### src/rtl/srx_irq_pkg.sv
package srx_irq_pkg;

    typedef enum logic [1:0] {
        SEQ_IDLE  = 2'd0,
        SEQ_ARMED = 2'd1,
        SEQ_DRAIN = 2'd2
    } seq_state_t;

    localparam int CH_LEFT  = 0;
    localparam int CH_RIGHT = 1;
    localparam int NUM_CH   = 2;

endpackage

### src/rtl/srx_flag_cell.sv
module srx_flag_cell (
    input  logic clk,
    input  logic rst_n,
    input  logic set_i,
    input  logic clr_i,
    output logic full_o
);

    logic full_q;

    always_ff @(posedge clk or negedge rst_n) begin
        if (!rst_n) begin
            full_q <= 1'b0;
        end else if (set_i) begin
            full_q <= 1'b1;
        end else if (clr_i) begin
            full_q <= 1'b0;
        end
    end

    assign full_o = full_q;

    AST_SET_WINS: assert property (@(posedge clk) disable iff (!rst_n)
        set_i |=> full_o);
    AST_CLEAR_TAKES: assert property (@(posedge clk) disable iff (!rst_n)
        (clr_i && !set_i) |=> !full_o);

endmodule

### src/rtl/srx_read_collect.sv
module srx_read_collect #(
    parameter int NUM_LANES = 2
) (
    input  logic                 clk,
    input  logic                 rst_n,
    input  logic                 soft_rst,
    input  logic [NUM_LANES-1:0] lane_en,
    input  logic [NUM_LANES-1:0] data_rd,
    output logic                 rd_done
);

    logic [NUM_LANES-1:0] seen_q;
    logic [NUM_LANES-1:0] hit;

    for (genvar i = 0; i < NUM_LANES; i++) begin : g_lane
        assign hit[i] = seen_q[i] | data_rd[i] | ~lane_en[i];

        always_ff @(posedge clk or negedge rst_n) begin
            if (!rst_n) begin
                seen_q[i] <= 1'b0;
            end else if (soft_rst || rd_done) begin
                seen_q[i] <= 1'b0;
            end else if (data_rd[i] && lane_en[i]) begin
                seen_q[i] <= 1'b1;
            end
        end
    end

    assign rd_done = (&hit) & (|lane_en);

    AST_DONE_NEEDS_LANE: assert property (@(posedge clk) disable iff (!rst_n)
        rd_done |-> (|lane_en));
    AST_SEEN_CLEARED: assert property (@(posedge clk) disable iff (!rst_n)
        rd_done |=> (seen_q == '0));

endmodule

### src/rtl/srx_clear_seq.sv
module srx_clear_seq
    import srx_irq_pkg::*;
(
    input  logic clk,
    input  logic rst_n,
    input  logic soft_rst,
    input  logic ctl_wr,
    input  logic stat_rd,
    input  logic any_rd,
    input  logic rd_done,
    output logic armed
);

    seq_state_t state_q, state_d;

    always_ff @(posedge clk or negedge rst_n) begin
        if (!rst_n) begin
            state_q <= SEQ_IDLE;
        end else begin
            state_q <= state_d;
        end
    end

    always_comb begin
        state_d = state_q;
        if (soft_rst || ctl_wr) begin
            state_d = SEQ_IDLE;
        end else begin
            unique case (state_q)
                SEQ_IDLE: begin
                    if (stat_rd) state_d = SEQ_ARMED;
                end
                SEQ_ARMED: begin
                    if (rd_done)     state_d = SEQ_IDLE;
                    else if (any_rd) state_d = SEQ_DRAIN;
                end
                SEQ_DRAIN: begin
                    if (rd_done) state_d = SEQ_IDLE;
                end
                default: state_d = SEQ_IDLE;
            endcase
        end
    end

    always_comb begin
        unique case (state_q)
            SEQ_ARMED, SEQ_DRAIN: armed = 1'b1;
            default:              armed = 1'b0;
        endcase
    end

    AST_ABORT_DISARMS: assert property (@(posedge clk) disable iff (!rst_n)
        (ctl_wr || soft_rst) |=> !armed);
    AST_STATUS_ARMS: assert property (@(posedge clk) disable iff (!rst_n)
        (stat_rd && !ctl_wr && !soft_rst && !rd_done) |=> armed);
    AST_STATE_LEGAL: assert property (@(posedge clk) disable iff (!rst_n)
        state_q != 2'd3);

endmodule

### src/rtl/srx_irq_decode.sv
module srx_irq_decode #(
    parameter int               VEC_W    = 8,
    parameter logic [VEC_W-1:0] VEC_LO   = 8'h16,
    parameter logic [VEC_W-1:0] VEC_HI   = 8'h46,
    parameter int               VEC_STEP = 2
) (
    input  logic             clk,
    input  logic             rst_n,
    input  logic             soft_rst,
    input  logic             ctl_wr,
    input  logic             ctl_ie,
    input  logic             ctl_loc,
    input  logic             lf,
    input  logic             rf,
    output logic             irq,
    output logic [VEC_W-1:0] irq_vec
);

    logic             ie_q;
    logic             ie_late_q;
    logic             loc_q;
    logic             ie_eff;
    logic [VEC_W-1:0] base;
    logic [VEC_W-1:0] off;

    always_ff @(posedge clk or negedge rst_n) begin
        if (!rst_n) begin
            ie_q      <= 1'b0;
            ie_late_q <= 1'b0;
            loc_q     <= 1'b0;
        end else if (soft_rst) begin
            ie_q      <= 1'b0;
            ie_late_q <= 1'b0;
            loc_q     <= 1'b0;
        end else begin
            ie_late_q <= ie_q;
            if (ctl_wr) begin
                ie_q  <= ctl_ie;
                loc_q <= ctl_loc;
            end
        end
    end

    assign ie_eff = ie_q | ie_late_q;
    assign irq    = ie_eff & (lf | rf);
    assign base   = loc_q ? VEC_HI : VEC_LO;

    always_comb begin
        if (lf && rf)  off = VEC_W'(2 * VEC_STEP);
        else if (rf)   off = VEC_W'(VEC_STEP);
        else           off = '0;
    end

    assign irq_vec = irq ? (base + off) : '0;

    AST_LATE_MASK: assert property (@(posedge clk) disable iff (!rst_n)
        (ie_q && ctl_wr && !ctl_ie && !soft_rst) |=> (irq == (lf || rf)));
    AST_SOFT_DROPS: assert property (@(posedge clk) disable iff (!rst_n)
        soft_rst |=> !irq);
    AST_VEC_NONZERO: assert property (@(posedge clk) disable iff (!rst_n)
        irq |-> (irq_vec != '0));
    AST_REQ_NEEDS_FLAG: assert property (@(posedge clk) disable iff (!rst_n)
        irq |-> (lf || rf));

endmodule

### src/rtl/srx_irq_ctrl.sv
module srx_irq_ctrl
    import srx_irq_pkg::*;
#(
    parameter int               NUM_LANES = 2,
    parameter int               VEC_W     = 8,
    parameter logic [VEC_W-1:0] VEC_LO    = 8'h16,
    parameter logic [VEC_W-1:0] VEC_HI    = 8'h46,
    parameter int               VEC_STEP  = 2
) (
    input  logic                 clk,
    input  logic                 rst_n,
    input  logic                 soft_rst,
    input  logic [NUM_LANES-1:0] lane_en,
    input  logic                 left_done,
    input  logic                 right_done,
    input  logic                 stat_rd,
    input  logic [NUM_LANES-1:0] data_rd,
    input  logic                 ctl_wr,
    input  logic                 ctl_ie,
    input  logic                 ctl_loc,
    output logic                 left_full,
    output logic                 right_full,
    output logic                 irq,
    output logic [VEC_W-1:0]     irq_vec
);

    logic [NUM_CH-1:0] full;
    logic [NUM_CH-1:0] set_ch;
    logic [NUM_CH-1:0] clr_ch;
    logic              rd_done;
    logic              armed;
    logic              both;

    assign set_ch[CH_LEFT]  = left_done;
    assign set_ch[CH_RIGHT] = right_done;
    assign both             = full[CH_LEFT] & full[CH_RIGHT];

    assign clr_ch[CH_LEFT]  = rd_done &
        ((full[CH_LEFT] & ~full[CH_RIGHT]) | (both & armed));
    assign clr_ch[CH_RIGHT] = rd_done &
        ((full[CH_RIGHT] & ~full[CH_LEFT]) | (both & armed));

    for (genvar c = 0; c < NUM_CH; c++) begin : g_ch
        srx_flag_cell u_flag (
            .clk    (clk),
            .rst_n  (rst_n),
            .set_i  (set_ch[c]),
            .clr_i  (clr_ch[c]),
            .full_o (full[c])
        );
    end

    srx_read_collect #(.NUM_LANES(NUM_LANES)) u_collect (
        .clk      (clk),
        .rst_n    (rst_n),
        .soft_rst (soft_rst),
        .lane_en  (lane_en),
        .data_rd  (data_rd),
        .rd_done  (rd_done)
    );

    srx_clear_seq u_seq (
        .clk      (clk),
        .rst_n    (rst_n),
        .soft_rst (soft_rst),
        .ctl_wr   (ctl_wr),
        .stat_rd  (stat_rd),
        .any_rd   (|(data_rd & lane_en)),
        .rd_done  (rd_done),
        .armed    (armed)
    );

    srx_irq_decode #(
        .VEC_W    (VEC_W),
        .VEC_LO   (VEC_LO),
        .VEC_HI   (VEC_HI),
        .VEC_STEP (VEC_STEP)
    ) u_dec (
        .clk      (clk),
        .rst_n    (rst_n),
        .soft_rst (soft_rst),
        .ctl_wr   (ctl_wr),
        .ctl_ie   (ctl_ie),
        .ctl_loc  (ctl_loc),
        .lf       (full[CH_LEFT]),
        .rf       (full[CH_RIGHT]),
        .irq      (irq),
        .irq_vec  (irq_vec)
    );

    assign left_full  = full[CH_LEFT];
    assign right_full = full[CH_RIGHT];

    AST_OVR_HOLDS: assert property (@(posedge clk) disable iff (!rst_n)
        (left_full && right_full && !armed) |=> (left_full && right_full));
    AST_NO_SILENT_CLEAR: assert property (@(posedge clk) disable iff (!rst_n)
        (left_full && !rd_done) |=> left_full);

endmodule

### config.mk
export PLATFORM = sky130hd
export DESIGN_NAME = srx_irq_ctrl
export DESIGN_NICKNAME = d
export VERILOG_FILES = /design/src/rtl/srx_irq_pkg.sv /design/src/rtl/srx_flag_cell.sv /design/src/rtl/srx_read_collect.sv /design/src/rtl/srx_clear_seq.sv /design/src/rtl/srx_irq_decode.sv /design/src/rtl/srx_irq_ctrl.sv
export SDC_FILE = /design/constraint.sdc
export NUM_CORES = 1
export LEC_CHECK = 0
export ABC_AREA = 0
export CAP_MARGIN = 20
export CORE_UTILIZATION = 43
export DETAILED_ROUTE_END_ITERATION = 16
export GPL_TIMING_DRIVEN = 0
export PLACE_DENSITY = 0.92
export SETUP_SLACK_MARGIN = 0.02
export SLEW_MARGIN = 25
export SYNTH_ARGS = -nofsm -noshare
export SYNTH_HDL_FRONTEND = slang
export SYNTH_HIERARCHICAL = 1
export SYNTH_SLANG_ARGS = --single-unit
### constraint.sdc
create_clock -name clk -period 3.6 [get_ports clk]
set_clock_uncertainty 0.2 [all_clocks]
set_input_delay 0.72 -clock clk [delete_from_list [all_inputs] [get_ports clk]]
set_output_delay 0.72 -clock clk [all_outputs]
set_load 0.01 [all_outputs]
### Yosys cells after proc, flatten, opt, wreduce, memory -nomap -nowiden

Index checks and enable logic that the tools add are counted.

* logic and storage cells: 75
* register bits: 9
* output and inout port bits: 11

* bitwise gates (word level): 21
* equality and inequality tests: 5
* add/sub/neg operators: 1
* muxes and demuxes: 24
* reduce and logical (&&, ||, !) cells: 16

Operators with widths (number)
* $mux 8: 2
* $mux 1: 14
* $mux 2: 6
* $reduce_bool 2->1: 5
* $add 8x8->8: 1
* $and 1x1->1: 8
* $or 1x1->1: 8
* $mux 7: 1
* $ne 3x2->1 const B: 2
* $pmux 2 s3: 1
* $reduce_or 2->1: 3
* $ne 4x2->1 const B: 1
* $not 1->1: 4
* $logic_and 1x1->1: 3
* $reduce_and 3->1: 1
* $and 2x2->2: 1
* $eq 2x1->1 const B: 1
* $eq 2x2->1 const B: 1
* $logic_not 2->1: 1
* $logic_or 1x1->1: 2
* $reduce_and 2->1: 1

### Longest topological paths before layout

Gate-level depths: netlist of run 1.

* word-level depth: 8
* gate-level depth with buffers: 6

### By module

The synthesis of run 1 kept the hierarchy.

By module, submodules not included
* srx_irq_decode: area an instance 178.9 sq um, cells each 18, times used 1
* srx_clear_seq: area an instance 168.9 sq um, cells each 19, times used 1
* srx_read_collect: area an instance 108.9 sq um, cells each 10, times used 1
* srx_flag_cell: area an instance 36.3 sq um, cells each 3, times used 2
* srx_irq_ctrl: area an instance 30.0 sq um, cells each 6, times used 1

### Worst setup path after synthesis of run 1

No wires, ideal clock.

* path kind: in2reg
* from: input data_rd[1]
* to: register u_seq.state_q[1]
* arrival time: 1.927 ns
* path buffers: 0
* library setup time: 0.074 ns
* path slack: 1.399 ns
* required time: 3.326 ns
* stages: 5
* cells stage by stage: or3b_1 and3_2 or3_1 o32a_1 o21ai_2

* word-level cells in the longest chain between the ends: 7
* elaborated cells between the ends (all ways): 12
* classes of those cells: eq/ne: 2; mux: 3; bitwise: 4; reduce/logical: 3

Ends and longest elaborated chain
* start: declaration: line srx_irq_ctrl.sv:17 `input logic [NUM_LANES-1:0] data_rd,`
* $or 1x1->1 * (2 in a row): line srx_read_collect.sv:16 `assign hit[i] = seen_q[i] | data_rd[i] | ~lane_en[i];`
* $reduce_and 2->1 *: line srx_read_collect.sv:29 `assign rd_done = (&hit) & (|lane_en);`
* $and 1x1->1 *: line srx_read_collect.sv:29
* named net rd_done: line srx_irq_ctrl.sv:30 `logic rd_done;`
* $mux 2: line srx_clear_seq.sv:34 `if (rd_done) state_d = SEQ_IDLE;`
* $pmux 2 s3: line srx_clear_seq.sv:29 `unique case (state_q)`
* $mux 2: line srx_clear_seq.sv:26 `if (soft_rst || ctl_wr) begin`
* end signal: assignment: line srx_clear_seq.sv:20 `state_q <= state_d;`
* end: declaration: line srx_clear_seq.sv:14 `seq_state_t state_q, state_d;`

The timed path passes the listed nets; every way through them passes the cells marked *.
A chain may end at the register's enable or synchronous reset.

### Worst setup path in the final report of run 1

* from: input lane_en[1]
* to: register u_seq.state_q[1]

* word-level cells in the longest chain between the ends: 7
* elaborated cells between the ends (all ways): 13
* classes of those cells: eq/ne: 2; mux: 3; bitwise: 4; reduce/logical: 4

Ends and longest elaborated chain
* start: declaration: line srx_irq_ctrl.sv:13 `input logic [NUM_LANES-1:0] lane_en,`
* $not 1->1: line srx_read_collect.sv:16
* $or 1x1->1: line srx_read_collect.sv:16
* $reduce_and 2->1: line srx_read_collect.sv:29
* $and 1x1->1 *: line srx_read_collect.sv:29
* named net rd_done: line srx_irq_ctrl.sv:30
* $mux 2: line srx_clear_seq.sv:34
* $pmux 2 s3: line srx_clear_seq.sv:29
* $mux 2: line srx_clear_seq.sv:26

Marks and branches as above.

==> reports/summary.txt, run 1 <==
crit path DAT: 2550 ps
Final min period: 2560 ps
final net count: 102
antenna violations before repair: 0
crit path max-delay cell type: clkdlybuf4s50_1
first-pass GRT wire length: 2110 µm
layout cells sized above 1: 11.8%
# clock sinks: 9
fmax: 0.391 GHz
CTS Buf Count: 3
critical path endpoint category: flip-flop
kind of critical path: input port to flip-flop
Ports: 24
post-layout util: 70.1%
Detail Placement HPWL: 1080 µm
maximum clock path buffer count: 2
I/O Buffers: 20
CP cell instances: clkdlybuf4s50_1 -> or3b_1 -> and3_2 -> or3_1 -> o32a_1 -> o21ai_2
worst r2r src: u_collect/seen_q[0]
Die Wd: 38.1 µm
Post-CTS Setup Bufs: 0
Routed WL: 1370 µm
global route overflow: 0
root buffer selected by CTS: clkbuf_4
Lkg Pwr: 0.000348 µW
Worst Setup SP: lane_en[1]
detailed-route via count: 518
Routed Antenna Nets: 0
status: finished, final reports clean
drt initial violations: 3
WL per Instance: 13.9 µm
sequential power share: 43.1%
worst skew pair latency: 270 ps
Logic pwr share: 26.4%
Mapped Area: 559 µm²
Cell Pwr Density: 321 mW/mm²
Clock transition at path regs: 60 ps
most frequent cells in the layout: clkdlybuf4s50_1 (20), dfrtp_1 (9), inv_1 (6), a21oi_1 (6)
Psw: 71.9 µW
site row count: 12
switch share: 27.6%
most common cell after layout, fill and taps aside: clkdlybuf4s50_1
Worst Hold Class: flip-flop to flip-flop
min-delay src: u_dec/loc_q
pin count of the biggest net entering global routing: 10
htree depth: 1
slowest stage delay, CP: 510 ps
cells after synthesis: 59
Top Family by Delay on Critical Path: simple AND/OR/NAND/NOR gates
Critical Path RT: 3600 ps
Layout area overhead: 45.0%
Placer Congestion: 0.722
CTS tree: yes
global-route usage over all layers: 23.1%
DRC: 0
core area: 0.00116 mm²
chip height: 38.1 µm
VDD IR-drop max: 0.206 mV
register area share after synthesis: 40.3%
Pint: 188 µW
Startpoint Class: input port
n_diodes: 0
Final TNS setup: 0 ps
Ys Warns: 6
drt first pass iters: 2
crit-path max FO: 5
via/cell ratio: 5.23
Hold-fix buffers, CTS: 0
Clk pwr share: 30.6%
Final Hold Violating Endpoints: 0
crit share post-route: 71.0%
Final setup violation count: 0
Synth cell types: 27
Final Slew Violations: 0
crit path buf inv count: 1
Die ar.: 0.00145 mm²
synthesized area per cell: 9.48 µm²
RSZ-0062 raised after global routing: false
Max Cap Viol: 0
initial core utilization: 48.4%
vias in the first global route: 503
PostCTS Resize Cnt: 0
FF+latch count, synth: 9
fillers: 96
-- cells by family after synthesis --
group | count (synthesis) | synth area share (%)
other cells | 1 | 0.670
compound gates | 18 | 23.0
flops | 9 | 40.3
fa+ha+maj | 3 | 6.71
buf+inv | 9 | 8.05
mux | 2 | 3.58
simple gates | 17 | 17.7
-- synth_stat cells --
| cell type | count | area (µm²) |
|---|---|---|
| o32a_1 | 1 | 10.0 |
| conb_1 | 1 | 3.75 |
| or3b_1 | 2 | 17.5 |
| and3_2 | 1 | 7.51 |
| o21a_1 | 2 | 15.0 |
| o22a_2 | 1 | 10.0 |
| inv_1 | 6 | 22.5 |
| o21ai_2 | 1 | 8.76 |
| or3_1 | 1 | 6.26 |
| a22o_1 | 1 | 8.76 |
| a21o_1 | 2 | 15.0 |
| nor2b_1 | 3 | 18.8 |
| ha_1 | 3 | 37.5 |
| or2_2 | 1 | 6.26 |
| buf_4 | 3 | 22.5 |
| a21oi_1 | 6 | 30.0 |
| a2bb2oi_1 | 1 | 8.76 |
| nand4_1 | 1 | 6.26 |
| a311oi_1 | 2 | 17.5 |
| nor2_1 | 3 | 11.3 |
| nand2b_1 | 1 | 6.26 |
| and2_1 | 1 | 6.26 |
| mux2i_1 | 2 | 20.0 |
| nor3_1 | 1 | 5.00 |
| dfrtp_1 | 9 | 225 |
| o21ai_0 | 1 | 5.00 |
| nand2_1 | 2 | 7.51 |
-- power groups by stage --
| stage | logic (µW) | registers [µW] | clock network (µW) |
|---|---|---|---|
| after detailed placement | 68.3 | 114 | 0 |
| after global placement | 65.2 | 114 | 0 |
| final | 68.7 | 112 | 79.6 |
| after floorplan | 31.2 | 113 | 0 |
| after global routing | 74.0 | 113 | 86.6 |
| after CTS | 68.7 | 112 | 83.8 |
-- through the flow --
step | hold slack [ps] | setup slack, ps | instance area (µm²) | cells | total power [µW]
floorplan | 224 | 1400 | 567 | 61 | 145
global placement | 334 | 822 | 785 | 95 | 179
detailed placement | 345 | 779 | 785 | 95 | 182
CTS | 359 | 1060 | 811 | 99 | 265
global route | 417 | 970 | 811 | 99 | 274
finish | 363 | 1040 | 811 | 99 | 260
-- worst paths after layout --
path	end	slack [ps]	cells after the start
worst max-delay path	u_seq/state_q[1]	1040	6
min in group asynchronous	u_collect/seen_q[1]	540	1
worst min-delay path	u_dec/loc_q	360	2
worst max register to register	u_seq/state_q[1]	1620	5
worst min register to register	u_dec/loc_q	360	2
max in group asynchronous	u_seq/state_q[1]	2380	1
-- flip-flops by register name (all words and copies together), names as in the netlist --
signal and flops:
u_collect/seen_q 2, u_dec/ie_late_q 1, u_dec/loc_q 1, u_dec/ie_q 1, u_seq/state_q 2, g_ch.u_flag/full_o 2
-- worst register-to-register path, stage by stage (launching register included) --
cell and delay, ps:
dfrtp_1 380, or3b_1 420, and3_2 260, or3_1 340, o32a_1 190, o21ai_2 110
-- final cells by class --
class / count / area (µm²) / share of cell area [%]
plain buffers: 3 / 22.5 / 2.78
well taps: 14 / 17.5 / 2.16
repair buffers: 20 / 200 / 24.7
multi-input cells: 43 / 297 / 36.6
flip-flops and latches: 9 / 225 / 27.8
inverters: 6 / 22.5 / 2.78
clock buffers: 4 / 26.3 / 3.24
-- layer usage --
layer	routed length, µm	track usage [%]	vias to the layer above	share of wire (%)
li1	-	-	253	-
met4	38	13.4	0	2.8
met2	745	44.1	14	54
met5	0	0	-	0
met1	542	20.8	246	39
met3	47	6.98	5	3.4
(Power assumes the default switching activity.)
==> run 2, diff against run 1 <==
--- a/config.mk
+++ b/config.mk
@@ -7,10 +7,10 @@
 export LEC_CHECK = 0
 export ABC_AREA = 0
 export CAP_MARGIN = 20
-export CORE_UTILIZATION = 43
+export CORE_UTILIZATION = 40
 export DETAILED_ROUTE_END_ITERATION = 16
 export GPL_TIMING_DRIVEN = 0
-export PLACE_DENSITY = 0.92
+export PLACE_DENSITY = 0.87
 export SETUP_SLACK_MARGIN = 0.02
 export SLEW_MARGIN = 25
 export SYNTH_ARGS = -nofsm -noshare
==> constraint.sdc (replaced) <==
create_clock -name clk -period 2.7 [get_ports clk]
set_clock_uncertainty 0.2 [all_clocks]
set_input_delay 0.54 -clock clk [delete_from_list [all_inputs] [get_ports clk]]
set_output_delay 0.54 -clock clk [all_outputs]
set_load 0.01 [all_outputs]
==> reports/summary.txt, run 2 (synthesis gave the netlist of run 1 again) <==
Layout area overhead: 45.2%
Post-CTS Setup Bufs: 0 (unchanged)
most frequent cells in the layout: clkdlybuf4s50_1 (20), dfrtp_1 (9), inv_1 (6), a21oi_1 (6)
site row count: 13 (+1)
antenna violations before repair: 0 (unchanged)
pin count of the biggest net entering global routing: 10 (unchanged)
drt initial violations: 8 (+5)
root buffer selected by CTS: clkbuf_4
RSZ-0062 raised after global routing: false
Critical Path RT: 2680 ps (-920 ps)
critical path endpoint category: flip-flop
CP cell instances: clkdlybuf4s50_1 -> or3b_1 -> and3_2 -> or3_1 -> o32a_1 -> o21ai_2
Startpoint Class: input port
crit path buf inv count: 1 (unchanged)
Detail Placement HPWL: 912 µm (-16%)
global-route usage over all layers: 17.2% (-5.9 points)
Final setup violation count: 0 (unchanged)
status: finished, final reports clean
final net count: 102 (unchanged)
via/cell ratio: 5.17 (-1.2%)
Psw: 86.3 µW (+20%)
WL per Instance: 11.4 µm (-18%)
Routed Antenna Nets: 0 (unchanged)
Routed WL: 1140 µm (-17%)
WHS Path Cells: 2 (unchanged)
crit-path max FO: 5 (unchanged)
PostCTS Resize Cnt: 0 (unchanged)
worst skew pair latency: 250 ps (-20 ps)
Ports: 24 (unchanged)
n_diodes: 0 (unchanged)
layout cells sized above 1: 11.8% (unchanged)
Final Slew Violations: 0 (unchanged)
global route overflow: 0 (unchanged)
DRC: 0 (unchanged)
Clk pwr share: 29.4% (-1.2 points)
Lkg Pwr: 0.000348 µW (unchanged)
htree depth: 1 (unchanged)
most common cell after layout, fill and taps aside: clkdlybuf4s50_1
Reg2Reg Depth: 5 (unchanged)
Final Hold Violating Endpoints: 0 (unchanged)
Placer Congestion: 0.609 (-16%)
maximum clock path buffer count: 2 (unchanged)
Die ar.: 0.00155 mm² (+7.1%)
CTS Buf Count: 3 (unchanged)
core area: 0.00130 mm² (+13%)
Clock transition at path regs: 60 ps (about the same)
slowest stage delay, CP: 520 ps (about the same)
final hold slack: 348 ps (-15.6 ps)
CTS tree: yes
I/O Buffers: 20 (unchanged)
chip height: 39.4 µm (+3.5%)
Power Total: 337 µW (+29%)
Cell Pwr Density: 415 mW/mm² (+29%)
Max Cap Viol: 0 (unchanged)
fmax: 0.421 GHz
Logic pwr share: 26.4% (about the same)
post-route insts no fill: 100 (+1.0%)
Worst Hold Class: flip-flop to flip-flop
Hold-fix buffers, CTS: 0 (unchanged)
Top Family by Delay on Critical Path: simple AND/OR/NAND/NOR gates
Pint: 251 µW (+33%)
drt first pass iters: 4 (+2)
Final TNS setup: 0 ps (unchanged)
crit path DAT: 2360 ps (-190 ps)
critical path depth in cells: 6 (unchanged)
detailed-route via count: 517 (-0.19%)
Placed Instances: 96 (+1.1%)
initial core utilization: 43.0% (-5.4 points)
VDD IR-drop max: 0.239 mV (+16%)
# clock sinks: 9 (unchanged)
first-pass GRT wire length: 1730 µm (-18%)
vias in the first global route: 444 (-12%)
kind of critical path: input port to flip-flop
fillers: 111 (+16%)
Die Wd: 39.4 µm (+3.5%)
crit share post-route: 88.1%
sequential power share: 44.3% (+1.2 points)
Final min period: 2380 ps
crit path max-delay cell type: clkdlybuf4s50_1
switch share: 25.6% (-2.0 points)
[run 2: cell counts in the layout (fill, tap and decap cells not counted)]
No cell type changed its count.
[run 2: per-layer routing]
| metal | track usage, % | wire (µm) | vias to the layer above |
|---|---|---|---|
| met2 | 30.0 | 542 | 18 |
| met3 | 3.98 | 80 | 0 |
| met4 | 7.76 | 0 | 0 |
| met5 | 0 | 0 | - |
| met1 | 19.7 | 512 | 242 |
| li1 | - | - | 257 |
[run 2: final cells by class]
class	count	area [µm²]	area share [%]
repair buffers	20	200	24.7
flip-flops and latches	9	225	27.7
inverters	6	22.5	2.77
multi-input cells	43	297	36.5
clock buffers	4	26.3	3.24
plain buffers	3	22.5	2.77
well taps	15	18.8	2.31
[run 2: final timing paths]
| check | startpoint | slack [ps] | endpoint |
|---|---|---|---|
| min in group asynchronous | rst_n | 370 | u_dec/ie_late_q |
| worst min-delay path | u_dec/loc_q | 350 | u_dec/loc_q |
| worst min register to register | u_dec/loc_q | 350 | u_dec/loc_q |
| max in group asynchronous | rst_n | 1650 | u_dec/ie_q |
| worst max register to register | u_collect/seen_q[0] | 750 | u_seq/state_q[1] |
| worst max-delay path | lane_en[0] | 320 | u_seq/state_q[1] |
[run 2: per-stage QoR]
step,util (%),area [µm²],setup slack (ps)
6_report,62.4,812,322
5_1_grt,62.4,812,284
4_1_cts,62.4,812,334
3_5_place_dp,60.4,786,70.1
3_3_place_gp,60.4,786,101
2_1_floorplan,-,567,679
[run 2: power by group through the flow]
stage / clock, µW / combinational, µW / sequential, µW
4_1_cts: 104 / 89.4 / 149
3_5_place_dp: 0 / 88.9 / 152
3_3_place_gp: 0 / 87.0 / 151
2_1_floorplan: 0 / 41.6 / 151
6_report: 99.0 / 89.0 / 149
5_1_grt: 111 / 96.5 / 151
[run 2: worst min-delay path, stage by stage (launching register included)]
cell	delay (ps)
dfrtp_1	360
mux2i_1	70
nor2_1	70
